<file path="config.mk">
export PLATFORM = sky130hd
export DESIGN_NAME = illegal_op_trap
export DESIGN_NICKNAME = d
export VERILOG_FILES = /design/src/rtl/iot_pkg.sv /design/src/rtl/iot_page_tracker.sv /design/src/rtl/iot_legality.sv /design/src/rtl/iot_trap_reg.sv /design/src/rtl/illegal_op_trap.sv
export SDC_FILE = /design/constraint.sdc
export NUM_CORES = 1
export LEC_CHECK = 0
export ABC_AREA = 1
export BUFFER_PORTS_ARGS = -buffer_cell sky130_fd_sc_hd__buf_2
export CAP_MARGIN = 20
export CORE_ASPECT_RATIO = 0.9
export CORE_MARGIN = 2
export CORE_UTILIZATION = 30
export CTS_BUF_LIST = sky130_fd_sc_hd__clkbuf_4 sky130_fd_sc_hd__clkbuf_8 sky130_fd_sc_hd__clkbuf_16
export CTS_CLUSTER_DIAMETER = 30
export CTS_CLUSTER_SIZE = 24
export DETAILED_ROUTE_END_ITERATION = 6
export RECOVER_POWER = 50
export SLEW_MARGIN = 20
export SYNTH_ARGS = -nofsm -noshare
export SYNTH_HDL_FRONTEND = slang
export SYNTH_SLANG_ARGS = --single-unit
</file>
<file path="constraint.sdc">
create_clock -name clk -period 4.9 [get_ports clk]
set_input_delay 0.98 -clock clk [delete_from_list [all_inputs] [get_ports clk]]
set_output_delay 0.98 -clock clk [all_outputs]
set_load 0.02 [all_outputs]
</file>
<file path="src/rtl/iot_pkg.sv">
package iot_pkg;

  localparam int OP_W      = 8;
  localparam int NUM_PAGES = 4;
  localparam int PAGE_W    = $clog2(NUM_PAGES);
  localparam int NUM_PFX   = NUM_PAGES - 1;
  localparam int MAP_BITS  = NUM_PAGES * (1 << OP_W);

  typedef enum logic [PAGE_W-1:0] {PG1 = 2'd0, PG2 = 2'd1, PG3 = 2'd2, PG4 = 2'd3} page_t;

  // Builds the default legality bitmap; bit index = {page, opcode}.
  function automatic logic [MAP_BITS-1:0] iot_default_map();
    logic [MAP_BITS-1:0] m;
    logic [7:0] b;
    logic [3:0] hi;
    logic [3:0] lo;
    m = '0;
    for (int op = 0; op < 256; op++) begin
      b  = 8'(op);
      hi = b[7:4];
      lo = b[3:0];
      m[10'(op)] = !(((hi >= 4'h4) && (hi <= 4'h7) &&
                      (lo == 4'h1 || lo == 4'h2 || lo == 4'h5 || lo == 4'hB)) ||
                     b == 8'h87 || b == 8'hC7);
      m[10'(256 + op)] = (hi == 4'h6) || (hi == 4'hA) || (hi == 4'hE) ||
                         (b inside {8'h08, 8'h09, 8'h30, 8'h35, 8'h38, 8'h3A, 8'h3C,
                                    8'h8C, 8'h8F, 8'h9C, 8'hCE, 8'hDE, 8'hDF,
                                    8'hFE, 8'hFF}) ||
                         ((b >= 8'h1C) && (b <= 8'h1F));
      m[10'(512 + op)] = b inside {8'h83, 8'h93, 8'hA3, 8'hB3, 8'hAC, 8'hEE, 8'hEF};
      m[10'(768 + op)] = b inside {8'hA3, 8'hAC, 8'hEE, 8'hEF};
    end
    return m;
  endfunction

endpackage

</file>
<file path="src/rtl/iot_page_tracker.sv">
module iot_page_tracker
  import iot_pkg::*;
#(
  parameter int ADDR_W = 16,
  parameter logic [NUM_PFX*OP_W-1:0] PREFIX_BYTES = {8'hCD, 8'h1A, 8'h18}
) (
  input  logic              clk,
  input  logic              rst,
  input  logic              fetch_valid,
  input  logic [OP_W-1:0]   fetch_byte,
  input  logic [ADDR_W-1:0] fetch_addr,
  input  logic              flush,
  output logic              is_opcode,
  output page_t             op_page,
  output logic [ADDR_W-1:0] start_addr
);

  logic [NUM_PFX-1:0] hit;
  page_t              hit_page;
  logic               pend_q;
  page_t              pend_page_q;
  logic [ADDR_W-1:0]  pend_addr_q;
  logic               pend_eff;
  logic               is_pfx;

  for (genvar i = 0; i < NUM_PFX; i++) begin : g_pfx
    assign hit[i] = (fetch_byte == PREFIX_BYTES[i*OP_W +: OP_W]);
  end

  always_comb begin
    hit_page = PG1;
    for (int i = 0; i < NUM_PFX; i++) begin
      if (hit[i]) hit_page = page_t'(PAGE_W'(i + 1));
    end
  end

  // A flush in this cycle discards the pending prefix before decode.
  assign pend_eff   = pend_q && !flush;
  assign is_pfx     = fetch_valid && !pend_eff && (|hit);
  assign is_opcode  = fetch_valid && !is_pfx;
  assign op_page    = pend_eff ? pend_page_q : PG1;
  assign start_addr = pend_eff ? pend_addr_q : fetch_addr;

  always_ff @(posedge clk) begin
    if (rst) begin
      pend_q      <= 1'b0;
      pend_page_q <= PG1;
      pend_addr_q <= '0;
    end else if (fetch_valid) begin
      pend_q <= is_pfx;
      if (is_pfx) begin
        pend_page_q <= hit_page;
        pend_addr_q <= fetch_addr;
      end
    end else if (flush) begin
      pend_q <= 1'b0;
    end
  end

  AST_FLUSH_DROPS_PREFIX: assert property (@(posedge clk) disable iff (rst)
    (flush && !fetch_valid) |=> !pend_q);

  AST_IDLE_KEEPS_PREFIX: assert property (@(posedge clk) disable iff (rst)
    (!fetch_valid && !flush) |=> $stable(pend_q) && $stable(pend_addr_q));

endmodule

</file>
<file path="src/rtl/iot_legality.sv">
module iot_legality
  import iot_pkg::*;
#(
  parameter logic [MAP_BITS-1:0] LEGAL_MAP = iot_default_map()
) (
  input  page_t           page,
  input  logic [OP_W-1:0] opcode,
  input  logic            special_mode,
  output logic            legal
);

  logic [PAGE_W+OP_W-1:0] idx;
  logic                   map_bit;
  logic                   is_test_op;

  assign idx        = {page, opcode};
  assign map_bit    = LEGAL_MAP[idx];
  assign is_test_op = (page == PG1) && (opcode == '0);
  // The page-1 zero opcode is governed by the mode input, not the map.
  assign legal      = is_test_op ? special_mode : map_bit;

endmodule

</file>
<file path="src/rtl/iot_trap_reg.sv">
module iot_trap_reg
  import iot_pkg::*;
#(
  parameter int ADDR_W = 16
) (
  input  logic              clk,
  input  logic              rst,
  input  logic              fire,
  input  logic [ADDR_W-1:0] start_addr,
  input  page_t             page,
  output logic              trap_req,
  output logic [ADDR_W-1:0] trap_addr,
  output logic [PAGE_W-1:0] trap_page
);

  always_ff @(posedge clk) begin
    if (rst) begin
      trap_req  <= 1'b0;
      trap_addr <= '0;
      trap_page <= '0;
    end else begin
      trap_req <= fire;
      if (fire) begin
        trap_addr <= start_addr;
        trap_page <= page;
      end
    end
  end

  AST_ADDR_HOLD: assert property (@(posedge clk) disable iff (rst)
    !fire |=> $stable(trap_addr) && $stable(trap_page));

endmodule

</file>
<file path="src/rtl/illegal_op_trap.sv">
module illegal_op_trap
  import iot_pkg::*;
#(
  parameter int ADDR_W = 16,
  parameter logic [NUM_PFX*OP_W-1:0] PREFIX_BYTES = {8'hCD, 8'h1A, 8'h18},
  parameter logic [MAP_BITS-1:0] LEGAL_MAP = iot_default_map()
) (
  input  logic              clk,
  input  logic              rst,
  input  logic              fetch_valid,
  input  logic [7:0]        fetch_byte,
  input  logic [ADDR_W-1:0] fetch_addr,
  input  logic              special_mode,
  input  logic              flush,
  output logic              trap_req,
  output logic [ADDR_W-1:0] trap_addr,
  output logic [1:0]        trap_page
);

  logic              is_opcode;
  page_t             op_page;
  logic [ADDR_W-1:0] start_addr;
  logic              legal;
  logic              fire;

  iot_page_tracker #(.ADDR_W(ADDR_W), .PREFIX_BYTES(PREFIX_BYTES)) u_track (
    .clk        (clk),
    .rst        (rst),
    .fetch_valid(fetch_valid),
    .fetch_byte (fetch_byte),
    .fetch_addr (fetch_addr),
    .flush      (flush),
    .is_opcode  (is_opcode),
    .op_page    (op_page),
    .start_addr (start_addr)
  );

  iot_legality #(.LEGAL_MAP(LEGAL_MAP)) u_legal (
    .page        (op_page),
    .opcode      (fetch_byte),
    .special_mode(special_mode),
    .legal       (legal)
  );

  assign fire = is_opcode && !legal;

  iot_trap_reg #(.ADDR_W(ADDR_W)) u_trap (
    .clk       (clk),
    .rst       (rst),
    .fire      (fire),
    .start_addr(start_addr),
    .page      (op_page),
    .trap_req  (trap_req),
    .trap_addr (trap_addr),
    .trap_page (trap_page)
  );

  AST_PREFIX_SILENT: assert property (@(posedge clk) disable iff (rst)
    (fetch_valid && !is_opcode) |=> !trap_req);

  AST_NO_FETCH_NO_TRAP: assert property (@(posedge clk) disable iff (rst)
    !fetch_valid |=> !trap_req);

  AST_ZERO_SPECIAL: assert property (@(posedge clk) disable iff (rst)
    (is_opcode && op_page == PG1 && fetch_byte == 8'h00 && special_mode) |=> !trap_req);

  AST_ZERO_NORMAL: assert property (@(posedge clk) disable iff (rst)
    (is_opcode && op_page == PG1 && fetch_byte == 8'h00 && !special_mode)
      |=> trap_req && trap_addr == $past(fetch_addr));

  AST_PREFIX_ADDR: assert property (@(posedge clk) disable iff (rst)
    (fire && op_page != PG1) |=> trap_req && trap_addr != $past(fetch_addr) - ADDR_W'(1) ||
                                 trap_addr == $past(start_addr));

endmodule

</file>
# Word level (Yosys, flattened, before mapping)
# Memories as Yosys holds them, arrays and structs flattened.
# Index checks and enable logic that the tools add are counted.
# totals
reg_bits	38
romBits	1024
input_bits	29
out_inout_bits	19
word_cells	35
mem_count	1
# memory_table
memory	depth	width	read_ports	rd_ports_with_merged_regs	write_ports	line_no	source
(no name shown)	1024	1	1	0	0	iot_legality.sv:17	assign map_bit = LEGAL_MAP[idx];
# op_classes
order_cmp	1
eq_ne	3
n_mux	9
reduce_logical	15
# ops
operator	count
8-bit by 5-bit equality test with 1-bit output (second input constant)	2
16-bit two-way mux	1
10-bit by 11-bit < comparator with 1-bit output (second input constant)	1
8-bit equality test (second input constant)	1
8-bit zero test	1
1-bit logical AND	6
2-bit two-way mux	3
1-bit two-way mux	5
1-bit zero test	4
3-bit OR reduction	1
2-bit zero test	1
2-bit AND reduction	1
2-bit nonzero test	1

# Longest topological paths before layout
# depth
ltp_word	8
mapped_depth	16
depth_no_buf	15

# Cells and area by module
# From an unflattened synthesis, not the netlist that was laid out.
# unflattened
hier_cells	376
area_unflattened_um2	2472.4
# by_module_without_submodules
mod	instances	cells_each	area_per_inst_um2	seq_area_each_um2
iot_page_tracker	1	190	1268.7	380.4
iot_trap_reg	1	117	843.3	380.4
iot_legality	1	67	350.3	0.0
illegal_op_trap	1	2	10.0	0.0

# Worst setup path before layout
# Ideal clock, no wire load.
# synth_path
kind	input-to-reg
startpoint	in fetch_byte[1]
endpoint	reg u_trap.trap_addr[10]
setup_time_ns	0.113
arrival_time_ns	2.146
required_ns	4.787
slack_ns	2.641
path_stages	14
n_path_buf	1
cell_sequence	inv_1 > ha_1 > nand2_1 > nand3_1 > nand2_1 > nand2_1 > nand3_1 > nand3_1 > nand2_1 > nand2_2 > nand2_4 > buf_4 > nor2_1 > nor2_1
# synth_between
elab_chain_len	6
word_cells_on_any_way	14
classes_between	3 x eq/ne; 2 x mux; 8 x reduce/logical; 1 x memory
# synth_lines
element	line_no	source
from (decl)	illegal_op_trap.sv:11	input logic [7:0] fetch_byte,
branches (longest 5 deep; another with memory read 1024 x 1 bit)	-	
1-bit logical AND (*)	illegal_op_trap.sv:45	assign fire = is_opcode && !legal;
to (signal assigned)	iot_trap_reg.sv:24	trap_addr <= start_addr;
to (decl)	iot_trap_reg.sv:12	output logic [ADDR_W-1:0] trap_addr,
# Mark *: on every way between the ends. The select of a mux whose other input is x is not followed.
# A chain may end at the register's enable or synchronous reset.

# Worst setup path in the final report
# layout_path
startpoint	in flush
endpoint	reg u_track.pend_page_q[1]
# layout_between
elab_chain_len	6
# layout_lines
element	line_no	source
from (decl)	illegal_op_trap.sv:14	input logic flush,
1-bit zero test	iot_page_tracker.sv:38	assign pend_eff = pend_q && !flush;
1-bit logical AND	iot_page_tracker.sv:38	
1-bit zero test	iot_page_tracker.sv:39	assign is_pfx = fetch_valid && !pend_eff && (|hit);
1-bit logical AND (2 in a row)	iot_page_tracker.sv:39	
2-bit AND reduction (no source line)	-	
to (signal assigned)	iot_page_tracker.sv:52	pend_page_q <= hit_page;
to (decl)	iot_page_tracker.sv:21	page_t pend_page_q;
# Every way passes these cells.

==> out/results.txt <==
Synth-to-Final Area Change - 17.0%
WHS Path Cells - 2
Post-DP HPWL - 3320 um
Core area - 6620 um^2
Sequential share of the synthesized area - 37.0%
Pwr dens - 269 nW/um^2
Initial core utilization - 31.1%
Slew @ Worst Pin - 1.19 ns
RSZ-0062 raised after global routing - no
Grt ovf - 0
Filler Cell Count - 718
Avg Cell Area, Syn - 6.23 um^2
Worst vdd ir - 89.9 uV
Fraction of layout instances using a drive strength above 1 - 13.9%
Fmax - 312 MHz
Vias per inst - 4.41
Rows - 28
Crit path max fanout - 22
Startpoint types - input pin
CTS Hold Bufs - 0
Worst path slowest cell - nor2_1
Overall power - 0.000649 W
FF-to-FF path depth - 7
Clock input transition at the sequential cells of the worst setup and hold paths - 0.07 ns
Drt total wl - 4710 um
Synthesized cell area - 2060 um^2
Die area - 7540 um^2
Max_cap viols - 0
Setup TNS - 0 ns
Synth area leader - dfxtp_1
Worst r2r dst - u_track.pend_page_q[1]$_SDFFE_PP0P_
Hold Crit Endpoint - u_track.pend_addr_q[12]$_SDFFE_PP0P_
Final core occ - 36.4%
IO buf count - 47
Nets - 406
Async set-or-reset flop fraction in the synthesized netlist - 0%
Worst r2r src - u_track.pend_q$_SDFFE_PP0P_
TritonCTS sink count - 38
Crit path kind - input pin to register
Post-CTS Setup Inserts - 0
Drt initial violations - 87
GPL Wtd Cong - 0.779
Relative slew slack - 20.3%
Max Buffers Root-to-Sink - 2
Number of diodes - 0
Cell with the most instances after synthesis - nand2_1
Crit path cell chain - buf_2, nor2_1, nor2_1, nand2_1, inv_2, o21ai_0, a21oi_1
FF+latch count, synth - 38
Vias in the first global route - 1792
Die height - 82.6 um
Global router's overall resource usage - 13.3%
Critical Path Max Stage Delay - 0.89 ns
Post-Syn Instances - 330
Period utilization - 65.3%
Min Tclk post-route - 3.20 ns
CP dominant cell by count - nor2_1
Synth cell types - 24
Yosys warns - 0
Drt wl/cell - 10.2 um
Post-CTS Resized - 0
DRC Markers - 0
Post-synth top flop - dfxtp_1
Setup violators final - 0
WP data required - 5.07 ns
Synth top area cells - dfxtp_1 37%, nand2_1 24%, nor2_1 8.8%
Final hold violation count - 0
CTS tree - done
CP Capture Type - register
Clk_lat worst skew - 0.29 ns
Leak - 1.19 nW
Vias - 2043
Slew Viols, Final - 0
Arr. time, crit path - 3.37 ns
Post-synth top area share - 37.0%
Clk root buf - clkbuf_8
Final ANT Viol Nets - 0
Top post-synthesis cells by count - 130 x nand2_1, 48 x nor2_1, 38 x dfxtp_1, 32 x inv_1, 18 x a21oi_1
Clock skew - 0.00264 ns
Hold Crit Class - register to register
First-pass GRT wire length - 8110 um
DIE WIDTH - 91.3 um
R2R Setup Slk - 2.17 ns
Hold Crit Start - u_track.pend_addr_q[12]$_SDFFE_PP0P_
WHS - 0.459 ns
Num ports - 48
EDFF count, synth - 0
H-tree Lvls - 2
Num CTS Buffers - 5
DRT Pass-1 Iters - 5
Pin count of the biggest net entering global routing - 34
Initial antenna violation count - 0
Status - complete, no violations
Post-Synthesis Net Count - 364
==> area by class of cell <==
class,count,area (um^2),share of cell area [%]
Clock buffer,8,110,4.57
Sequential cell,38,761,31.6
Timing Repair Buffer,47,211,8.78
Multi-Input combinational cell,240,1060,44.1
Tap cell,90,113,4.68
Inverter,40,150,6.24
==> critical path, delay by kind of cell <==
family                 cells  cell delay [ns]
AOI/OAI and AO/OA          2             0.29
buffers and inverters      2             0.39
and+or+nand+nor            3             1.70
==> registers in the layout, indices dropped and copies added, names as in the netlist <==
| register | count |
|---|---|
| u_track.pend_addr_q | 16 |
| u_track.pend_page_q | 2 |
| u_track.pend_q | 1 |
| u_trap.trap_addr | 16 |
| u_trap.trap_page | 2 |
| u_trap.trap_req | 1 |
==> through the flow <==
step,std cells,worst slack (ns),cell area (um^2)
3_3_place_gp,455,1.97,2330
3_5_place_dp,455,1.87,2330
2_1_floorplan,330,2.64,2060
5_1_grt,463,1.38,2410
6_report,463,1.70,2410
4_1_cts,463,2.16,2440
==> cells in the final DEF (no fill, tap or decap), drive strengths merged <==
cell type / instances
nand2: 134
nor2: 52
inv: 39
dfxtp: 38
buf: 28
clkbuf: 27
a21oi: 19
nand3: 12
o21ai: 9
ha: 5
nand4: 5
a211oi: 3
clkinv: 1
nor3: 1
==> worst max path at each step <==
stage / start / endpoint / slack [ns] / cells past startpoint
3_3_place_gp: fetch_byte[0] / u_track.pend_page_q[1]$_SDFFE_PP0P_ / 1.97 / 13
5_1_grt: flush / u_track.pend_page_q[1]$_SDFFE_PP0P_ / 1.38 / 7
3_5_place_dp: fetch_byte[0] / u_track.pend_page_q[1]$_SDFFE_PP0P_ / 1.87 / 13
6_report: flush / u_track.pend_page_q[1]$_SDFFE_PP0P_ / 1.70 / 7
4_1_cts: fetch_byte[0] / u_track.pend_page_q[1]$_SDFFE_PP0P_ / 2.16 / 13
2_1_floorplan: fetch_byte[1] / u_trap.trap_addr[10]$_SDFFE_PP0P_ / 2.64 / 14
==> cell families (layout without fill, tap and decap cells) <==
group	count (synthesis)	count (layout)	synth area share, %
adders and majority gates	5	5	3.04
DFF	38	38	37.0
buffers and inverters	52	95	10.9
AOI/OAI and AO/OA	31	31	8.46
and+or+nand+nor	204	204	40.6
==> routing by layer <==
| metal | vias up | share of wire (%) | global-route usage (%) |
|---|---|---|---|
| met5 | - | 0 | 0 |
| met4 | 0 | 1.9 | 5.45 |
| met3 | 9 | 5.5 | 3.27 |
| met2 | 55 | 43 | 21.0 |
| met1 | 891 | 50 | 17.6 |
| li1 | 1088 | - | - |
==> report_power, final <==
group | total (W) | internal, W | switching, W
clock network | 0.000250 | 0.000142 | 0.000108
logic | 0.0000807 | 0.0000271 | 0.0000536
registers | 0.000318 | 0.000315 | 0.00000308
No activity file was read; power rests on OpenSTA's default activity.
